### config.mk
export PLATFORM = sky130hd
export DESIGN_NAME = modem_ctl_status
export DESIGN_NICKNAME = d
export VERILOG_FILES = /design/src/rtl/modem_pkg.sv /design/src/rtl/modem_ctrl.sv /design/src/rtl/modem_dp.sv /design/src/rtl/modem_ctl_status.sv
export SDC_FILE = /design/constraint.sdc
export NUM_CORES = 1
export LEC_CHECK = 0
export BUFFER_PORTS_ARGS = -buffer_cell sky130_fd_sc_hd__buf_2
export CORE_MARGIN = 10
export CORE_UTILIZATION = 48
export DETAILED_ROUTE_END_ITERATION = 10
export GPL_ROUTABILITY_DRIVEN = 0
export HOLD_SLACK_MARGIN = 0.08
export MAX_ROUTING_LAYER = met4
export PLACE_DENSITY = 0.86
export SYNTH_ARGS = -nofsm -noshare
export SYNTH_HDL_FRONTEND = slang
export SYNTH_SLANG_ARGS = --single-unit
### constraint.sdc
create_clock -name clk -period 1.2 [get_ports clk]
set_input_delay 0.3 -clock clk [delete_from_list [all_inputs] [get_ports clk]]
set_output_delay 0.3 -clock clk [all_outputs]
set_load 0.05 [all_outputs]
### src/rtl/modem_pkg.sv
package modem_pkg;
  localparam int CTRL_W = 5;
  localparam int LINE_W = 4;
  localparam int REG_W  = 8;
  // line vector order: [3] carrier, [2] ring, [1] dsr, [0] cts
  localparam int RING_IDX = 2;
  localparam logic [LINE_W-1:0] LINE_IDLE = 4'b1011;
  localparam logic [CTRL_W-1:0] CTRL_RESET = 5'b01000;
  localparam int LOOP_IDX = 4;

  typedef struct packed {
    logic wrCtrl;
    logic rdCtrl;
    logic rdStatus;
  } modem_stb_t;
endpackage

### src/rtl/modem_ctrl.sv
module modem_ctrl
  import modem_pkg::*;
(
  input  logic             wrEn,
  input  logic             rdEn,
  input  logic             addr,
  input  logic [REG_W-1:0] ctrlView,
  input  logic [REG_W-1:0] statusView,
  output modem_stb_t       stb,
  output logic [REG_W-1:0] rdData
);
  always_comb begin
    stb.wrCtrl   = wrEn & ~addr;
    stb.rdCtrl   = rdEn & ~addr;
    stb.rdStatus = rdEn & addr;
  end

  always_comb begin
    if (stb.rdStatus)    rdData = statusView;
    else if (stb.rdCtrl) rdData = ctrlView;
    else                 rdData = '0;
  end
endmodule

### src/rtl/modem_dp.sv
module modem_dp
  import modem_pkg::*;
#(
  parameter int SYNC_STAGES = 2
) (
  input  logic              clk,
  input  logic              rst_n,
  input  modem_stb_t        stb,
  input  logic [CTRL_W-1:0] wrBits,
  input  logic [LINE_W-1:0] lineIn,
  output logic [REG_W-1:0]  ctrlView,
  output logic [REG_W-1:0]  statusView,
  output logic [3:0]        pinsOut,
  output logic              msEvent
);
  logic [CTRL_W-1:0] ctrlReg;
  logic [LINE_W-1:0] syncQ [SYNC_STAGES];
  logic [LINE_W-1:0] lineNew, lineReg, delta, rawDelta;
  logic loop;

  assign loop = ctrlReg[LOOP_IDX];

  always_ff @(posedge clk or negedge rst_n) begin
    if (!rst_n) ctrlReg <= CTRL_RESET;
    else if (stb.wrCtrl) ctrlReg <= wrBits;
  end

  genvar g;
  generate
    for (g = 0; g < SYNC_STAGES; g++) begin : gSync
      always_ff @(posedge clk or negedge rst_n) begin
        if (!rst_n) syncQ[g] <= LINE_IDLE;
        else if (g == 0) syncQ[g] <= lineIn;
        else syncQ[g] <= syncQ[(g == 0) ? 0 : g-1];
      end
    end
  endgenerate

  assign lineNew = syncQ[SYNC_STAGES-1];

  always_comb begin
    rawDelta = lineReg ^ lineNew;
    rawDelta[RING_IDX] = lineReg[RING_IDX] & ~lineNew[RING_IDX];
  end

  always_ff @(posedge clk or negedge rst_n) begin
    if (!rst_n) begin
      lineReg <= LINE_IDLE;
      delta   <= '0;
    end else if (!loop) begin
      lineReg <= lineNew;
      delta   <= (stb.rdStatus ? '0 : delta) | rawDelta;
    end
  end

  assign ctrlView   = {{(REG_W-CTRL_W){1'b0}}, ctrlReg};
  assign statusView = loop ? {ctrlReg[3], ctrlReg[2], ctrlReg[0], ctrlReg[1], 4'b0000}
                           : {lineReg, delta};
  assign pinsOut    = loop ? 4'b0000 : ctrlReg[3:0];
  assign msEvent    = |delta;

  assert_read_clears_R7: assert property (@(posedge clk) disable iff (!rst_n)
    (stb.rdStatus && !loop && lineNew == lineReg) |=> (delta == '0));

  assert_delta_sticky_R5: assert property (@(posedge clk) disable iff (!rst_n)
    (!stb.rdStatus) |=> ((delta & $past(delta)) == $past(delta)));

  assert_ring_fall_only_R6: assert property (@(posedge clk) disable iff (!rst_n)
    (!stb.rdStatus && !lineReg[RING_IDX]) |=> (delta[RING_IDX] == $past(delta[RING_IDX])));

  assert_loop_frozen_R11: assert property (@(posedge clk) disable iff (!rst_n)
    loop |=> ($stable(lineReg) && $stable(delta)));
endmodule

### src/rtl/modem_ctl_status.sv
module modem_ctl_status
  import modem_pkg::*;
(
  input  logic       clk,
  input  logic       rst_n,
  input  logic       wrEn,
  input  logic       rdEn,
  input  logic       addr,
  input  logic [7:0] wrData,
  output logic [7:0] rdData,
  input  logic       ctsIn,
  input  logic       dsrIn,
  input  logic       dcdIn,
  input  logic       riIn,
  output logic       rtsOut,
  output logic       dtrOut,
  output logic       out1Out,
  output logic       out2Out,
  output logic       msEvent
);
  modem_stb_t stb;
  logic [REG_W-1:0] ctrlView, statusView;
  logic [3:0] pinsOut;

  modem_ctrl uCtrl (
    .wrEn(wrEn), .rdEn(rdEn), .addr(addr),
    .ctrlView(ctrlView), .statusView(statusView),
    .stb(stb), .rdData(rdData)
  );

  modem_dp #(.SYNC_STAGES(2)) uDp (
    .clk(clk), .rst_n(rst_n), .stb(stb),
    .wrBits(wrData[CTRL_W-1:0]),
    .lineIn({dcdIn, riIn, dsrIn, ctsIn}),
    .ctrlView(ctrlView), .statusView(statusView),
    .pinsOut(pinsOut), .msEvent(msEvent)
  );

  assign dtrOut  = pinsOut[0];
  assign rtsOut  = pinsOut[1];
  assign out1Out = pinsOut[2];
  assign out2Out = pinsOut[3];
endmodule

Word level (Yosys, flattened, before mapping) --
Index checks and enable logic that the tools add are counted.
Storage, ports and cells: word-level logic and storage cells 19, register bits after elaboration 21, input port bits 17
Cells by class: bitwise logic cells 8, reductions and logical operators 1, mux-type cells 5
Operators by type and width (number):
- $mux 8 | 2
- $mux 4 | 2
- $mux 5 | 1
- $and 1x1->1 | 4
- $or 4x4->4 | 1
- $reduce_or 4->1 | 1
- $xor 4x4->4 | 1
- $not 1->1 | 2

Logic depth before layout (Yosys ltp) --
Gate-level depths: netlist (run 1).
depth in word-level cells 4, gate-level depth with buffers 4

Modules after synthesis --
Synthesis (run 1) repeated with hierarchy kept, for this count alone.
Unflattened totals: cells, all modules 78, area, all modules 1047.3 µm²
By module, submodules not included:
- modem_dp | seq. area each 538.0 µm², times used 1, cells an instance 58, area an instance 880.8 µm²
- modem_ctrl | seq. area each 0.0 µm², times used 1, cells an instance 20, area an instance 166.4 µm²

Least setup slack after synthesis (run 1) --
No wires, ideal clock.
path kind reg-to-output, start point register uDp.ctrlReg[4], end point output rdData[3], cell stages (with the launch flop) 4, data arrival time 1.484 ns, slack -0.584 ns, cell sequence dfrtp_1 buf_6 nand3b_1 a21boi_1
Between the ends: cells in the longest elaborated chain, start to end 2
RTL lines:
- start, declared | RTL line modem_dp.sv:16 | logic [CTRL_W-1:0] ctrlReg;
- start signal, assigned | RTL line modem_dp.sv:25 | else if (stb.wrCtrl) ctrlReg <= wrBits;
- $mux 8 | RTL line modem_dp.sv:57 | assign statusView = loop ? {ctrlReg[3], ctrlReg[2], ctrlReg[0], ctrlReg[1], 4'b0000}
- $mux 8 | RTL line modem_ctrl.sv:19 | if (stb.rdStatus) rdData = statusView;
- end, declared | RTL line modem_ctl_status.sv:10 | output logic [7:0] rdData,
No other way between the ends.

Worst setup path after layout (run 1) --
start point register uDp.ctrlReg[4], end point output rdData[1]
The elaborated chain is that of the path after synthesis.

==> metrics.cfg, run 1 <==
[sta]
setup_tns_ps = -7980
fmax_mhz = 562
setup_viol_count_final = 21
rsz0062_at_grt = true
hold_violations = 0
setup_ws_ps = -578
relSlewSlack = 0.692
period_minus_slack_ps = 1780
fin_worst_skew_ps = 9.07
tightest_slew_ps = 462
slew_viol_final = 0
period_share = 1.48

[placement]
placedInstanceArea_mm2 = 0.00127
placed_cells = 145
dp_hpwl_um = 1700
numPortBuffers = 26

[layout]
fin_area_mm2 = 0.00153
layout.cells.most_common_list = 21 x buf_4, 14 x buf_2, 11 x nand2_1
fin_cells = 161
layout_commonest_cell = buf_4
num-nets-final = 154
fill_cells = 86
drive_above_1_share = 0.640
synthToLayoutAreaGrowth_pct = 63.5
n_antenna_cell = 0

[clock_tree]
clk_path_buf_depth = 2
clock-sinks = 21
clock_latency_ps = 310
cts-root-buf = clkbuf_4
numCtsBuffers = 3
path_clk_slew_ps = 110
cts_tree = yes
cts_max_level = 1

[grt]
antenna_found_initial = 0
grt_start_max_net_pins = 22
grt_util_met1 = 0.117
grt_pass1_vias = 830
grt_pass1_wl_um = 3850
grtUsageTotal = 0.121
met2_usage = 0.213
gr-total-overflow = 0
met3_usage = 0.0331
gr-max-usage-layer = met2

[logic_synthesis]
synth_seq_area_share = 0.575
synth.cell_area_um2 = 936
synth.avg_cell_area_um2 = 11.6
synth_edf_count = 0
synthArstFlopShare = 1.00
postSynthCellCount = 81
synth_nets = 98
yosysWarnings = 0
yosys_register_bits = 21
synth.distinct_cells = 20
ys.flop_type = dfrtp_1

[drt]
drc = 0
vias = 807
via_per_inst = 5.01
drtIter0Drc = 24
dr.pass1.iters = 4
postRouteAntennaNets = 0
wirelength_um = 2730
post_drt_wl_per_cell_um = 16.9

[worst_setup_path]
slowest_delay_ps = 510
cp.arrival_ps = 1480
cp_top_family = flip-flops
cp.buffers_inverters = 2
cp_cell_sequence = buf_6, o22ai_1, and2_4, buf_8
end_kind = output port
worst_setup_path_start_kind = flop
required_ps = 900
crit_path_max_fanout = 8
path_class = flop to output port
slowest_stage = dfrtp_2

[floorplan]
die_h_um = 64.2
core_area_mm2 = 0.00178
start_util = 0.525
rows = 15
dieArea_mm2 = 0.00412
die_w_um = 64.2
io_pins = 30

[power]
p_sw_mw = 0.774
power.leakage_nw = 0.703
peakVddDrop_v = 0.00103
p_int_mw = 1.46
p_sw_frac = 0.346
comb_power_share = 0.433
clock_power_share = 0.152
power_density_mw_per_mm2 = 1460
seq_power_share = 0.416

[job]
maxCapViolCount = 0

[run_status]
failed_checks = negative setup slack
status = complete, but fails checks

[worst_hold_path]
min_path_type = primary input to flop

sequential cells by signal (all words and copies together) (netlist names):
name         flops
uDp.lineReg      4
uDp.delta        4
uDp.lineNew      4
uDp.syncQ        4
uDp.ctrlReg      5
repair_timing:
action	in CTS	in global routing
gates resized for setup	24	21
hold endpoints to repair	14	1
pin swaps	1	7
buffers inserted	0	7
hold buffers	4	1
setup endpoints to repair	21	18
kinds of logic (layout without fill, tap and decap cells):
logic type,after synthesis,after routing,synth area share
xor gates and xnor gates,3,3,0.0281
AOI/OAI and AO/OA,13,13,0.0829
and+or+nand+nor,27,27,0.138
muxes,9,9,0.116
buffers and inverters,8,63,0.0602
DFF,21,21,0.575
cell usage after synthesis (all sizes together) (2+ instances only):
| cell | instances | area (um2) |
|---|---|---|
| buf | 4 | 41.3 |
| inv | 4 | 15.0 |
| nor2b | 2 | 12.5 |
| o22ai | 3 | 18.8 |
| nor2 | 7 | 26.3 |
| mux2i | 3 | 30.0 |
| mux2 | 6 | 78.8 |
| and2 | 3 | 18.8 |
| dfstp | 10 | 263 |
| dfrtp | 11 | 275 |
| nand3b | 3 | 22.5 |
| a21boi | 2 | 15.0 |
| o21ai | 7 | 35.0 |
| xnor2 | 3 | 26.3 |
| nand2 | 11 | 41.3 |
worst reg2reg max path, stage by stage (launching register included):
cell and delay [ps]:
dfrtp_2 510, buf_6 160, buf_4 130, buf_6 120, nand3b_1 230, a22o_1 250
per-stage QoR:
| stage | utilization | hold slack (ps) | power [mW] | setup slack [ps] |
|---|---|---|---|---|
| floorplan | - | 4.41 | 1.41 | -209 |
| global placement | 0.712 | 261 | 1.64 | -286 |
| detailed placement | 0.712 | 271 | 1.67 | -321 |
| CTS | 0.792 | 82.4 | 2.09 | -512 |
| global route | 0.858 | 208 | 2.34 | -627 |
| finish | 0.858 | 215 | 2.24 | -578 |
worst paths after layout:
| path | cells past startpoint | startpoint | slack [ps] | end |
|---|---|---|---|---|
| max | 4 | uDp.ctrlReg[4] | -580 | rdData[1] |
| min | 2 | wrData[4] | 220 | uDp.ctrlReg[4] |
| max reg2reg | 5 | uDp.ctrlReg[4] | -300 | uDp.delta[2] |
| max in group asynchronous | 2 | rst_n | 390 | uDp.ctrlReg[3] |
| min reg2reg | 0 | uDp.syncQ[7] | 360 | uDp.lineNew[3] |
| min in group asynchronous | 2 | rst_n | 460 | uDp.delta[1] |
per-layer routing:
layer | part of all wire | routed length, um
met1 | 0.42 | 1130
met2 | 0.50 | 1370
met3 | 0.057 | 155
met4 | 0.025 | 67
met5 | 0 | 0
area by class of cell:
type | instances | area (um2) | area share
clock buffer | 4 | 26.3 | 0.0172
inverter | 4 | 15.0 | 0.00981
multi-input combinational | 52 | 445 | 0.291
sequential | 21 | 539 | 0.352
tap | 25 | 31.3 | 0.0204
timing repair buffer | 55 | 473 | 0.309
power by group through the flow:
stage / combinational (mW) / sequential, mW / clock (mW)
3_3_place_gp: 0.716 / 0.924 / 0
5_1_grt: 1.02 / 0.941 / 0.377
6_report: 0.968 / 0.930 / 0.340
3_5_place_dp: 0.744 / 0.929 / 0
2_1_floorplan: 0.499 / 0.911 / 0
4_1_cts: 0.821 / 0.918 / 0.348
(Power assumes the default switching activity.)
==> run 2: changes to the inputs <==
--- a/config.mk
+++ b/config.mk
@@ -6,8 +6,10 @@
 export NUM_CORES = 1
 export LEC_CHECK = 0
 export BUFFER_PORTS_ARGS = -buffer_cell sky130_fd_sc_hd__buf_2
+export CELL_PAD_IN_SITES_DETAIL_PLACEMENT = 0
+export CELL_PAD_IN_SITES_GLOBAL_PLACEMENT = 2
 export CORE_MARGIN = 10
-export CORE_UTILIZATION = 48
+export CORE_UTILIZATION = 30
 export DETAILED_ROUTE_END_ITERATION = 10
 export GPL_ROUTABILITY_DRIVEN = 0
 export HOLD_SLACK_MARGIN = 0.08
==> run 2 against run 1 <==
The flow still finishes with violations (negative setup slack). Hold slack got worse by 110 ps. First-iteration DRC count is 21% higher. Sequential share of layout area up 0.62 points. Cell area shrank 1.7%. Utilization is 36 points lower. Total power decreased by 4.6%. Count of clock-buffer cells in the layout stayed put. Largest cell class unchanged.
==> metrics.cfg, run 2 (synthesis gave the netlist of run 1 again) <==
[clock_tree]
clock-sinks = 21  ; unchanged
cts_max_level = 1  ; unchanged
clk_path_buf_depth = 2  ; unchanged
cts-root-buf = clkbuf_4
path_clk_slew_ps = 110  ; about the same
numCtsBuffers = 3  ; unchanged
cts_tree = yes
clock_latency_ps = 290  ; -20 ps

[worst_setup_path]
cp.buffers_inverters = 1  ; -1
worst_setup_path_start_kind = flop
cp_cell_sequence = or4_4, buf_6
slowest_stage = or4_4
required_ps = 900  ; about the same
crit_path_max_fanout = 2  ; -6
end_kind = output port
cp_top_family = simple AND/OR/NAND/NOR gates
cp.arrival_ps = 1390  ; -90 ps
path_class = flop to output port
slowest_delay_ps = 530  ; +20 ps

[drt]
post_drt_wl_per_cell_um = 12.3  ; -28%
wirelength_um = 2140  ; -22%
vias = 720  ; -11%
via_per_inst = 4.14  ; -17%
drc = 0  ; unchanged
dr.pass1.iters = 4  ; unchanged
postRouteAntennaNets = 0  ; unchanged
drtIter0Drc = 29  ; +21%

[layout]
largest_reg_flops = 5  ; unchanged
multi_input_area_um2 = 442  ; -0.84%
fill_cells = 282  ; +230%
finish.utilization = 0.497  ; -0.362
layout_commonest_cell = buf_2
layout.cells.most_common_list = 14 x buf_2, 13 x buf_6, 13 x buf_4
drive_above_1_share = 0.623  ; -0.0166
register_area_um2 = 539  ; unchanged
num-nets-final = 148  ; -3.9%
largest_register = uDp.ctrlReg
n_antenna_cell = 0  ; unchanged
fin_cells = 174  ; +8.1%
synthToLayoutAreaGrowth_pct = 60.7

[sta]
setup_ws_ps = -489  ; +89.2 ps
tightest_slew_ps = 468  ; +5.66 ps
setup_viol_count_final = 20  ; -4.8%
slew_viol_final = 0  ; unchanged
fin_worst_skew_ps = 5.95  ; -3.12 ps
period_share = 1.41  ; -0.0743
hold_violations = 0  ; unchanged
relSlewSlack = 0.688  ; -0.00377
fmax_mhz = 592  ; +5.3%
rsz0062_at_grt = true
period_minus_slack_ps = 1690  ; -89.2 ps
timing.hold.ws_ps = 101  ; -114 ps

[run_status]
failed_checks = negative setup slack
status = complete, but fails checks

[placement]
numPortBuffers = 26  ; unchanged
dp_hpwl_um = 1640  ; -3.3%
placed_cells = 163  ; +12%
pre_cts_slack_ps = -292  ; +29.1 ps

[floorplan]
io_pins = 30  ; unchanged
rows = 20  ; +5
core_area_mm2 = 0.00303  ; +70%
die_w_um = 75.9  ; +18%
die_h_um = 75.9  ; +18%
dieArea_mm2 = 0.00575  ; +40%
start_util = 0.309  ; -0.216

[power]
power_density_mw_per_mm2 = 1420  ; -2.9%
power.leakage_nw = 0.679  ; -3.5%
power_mw = 2.14  ; -4.6%
peakVddDrop_v = 0.000674  ; -34%

[grt]
grtUsageTotal = 0.0782  ; -0.0427
gr-total-overflow = 0  ; unchanged
grt_pass1_wl_um = 3410  ; -11%
grt_start_max_net_pins = 22  ; unchanged
antenna_found_initial = 0  ; unchanged
grt_pass1_vias = 754  ; -9.2%

[worst_hold_path]
min_path_type = primary input to flop

[job]
maxCapViolCount = 0  ; unchanged

==> run 2: where the power goes <==
part | internal [mW] | total [mW] | switching, mW | leakage, nW
logic | 0.460 | 0.898 | 0.438 | 0.433
registers | 0.838 | 0.913 | 0.0752 | 0.231
clock network | 0.129 | 0.325 | 0.196 | 0.0150
==> run 2: cell type report <==
class                      instances  share of cell area
timing repair buffer              49               0.284
tap                               44              0.0366
clock buffer                       4              0.0175
inverter                           4             0.00998
multi-input combinational         52               0.294
sequential                        21               0.359
==> run 2: routing by layer <==
metal  wire [um]  global-route usage
met5           0                   -
met4          17              0.0309
met2        1020               0.127
met3         129              0.0169
met1         965              0.0920
==> run 2: final timing paths <==
check,endpoint,cells past startpoint,startpoint,slack (ps)
min in group asynchronous,uDp.lineNew[2],2,rst_n,480
hold / removal,uDp.syncQ[6],1,riIn,100
setup reg to reg,uDp.delta[2],5,uDp.ctrlReg[4],-210
max in group asynchronous,uDp.ctrlReg[3],2,rst_n,360
hold reg to reg,uDp.lineNew[1],0,uDp.syncQ[5],360
setup / recovery,msEvent,2,uDp.delta[2],-490
==> run 2: worst reg2reg max path, cell delays in order (launching register included) <==
cell and delay, ps:
dfrtp_2 440, buf_2 170, buf_6 130, buf_6 110, nand3b_1 220, a22o_1 250
==> run 2: through the flow <==
step	TNS [ps]	area, um2
global placement	-3480	1290
CTS	-5930	1480
global route	-7980	1500
detailed placement	-3490	1290
finish	-6120	1500
floorplan	-785	1020
==> run 2: repair_timing <==
item,in CTS,in global routing
pin swaps,1,4
resized for setup,40,1
hold buffers,4,0
hold endpoints to repair,14,0
buffers inserted,1,3
endpoints found under the setup margin,20,20
cloned,0,0
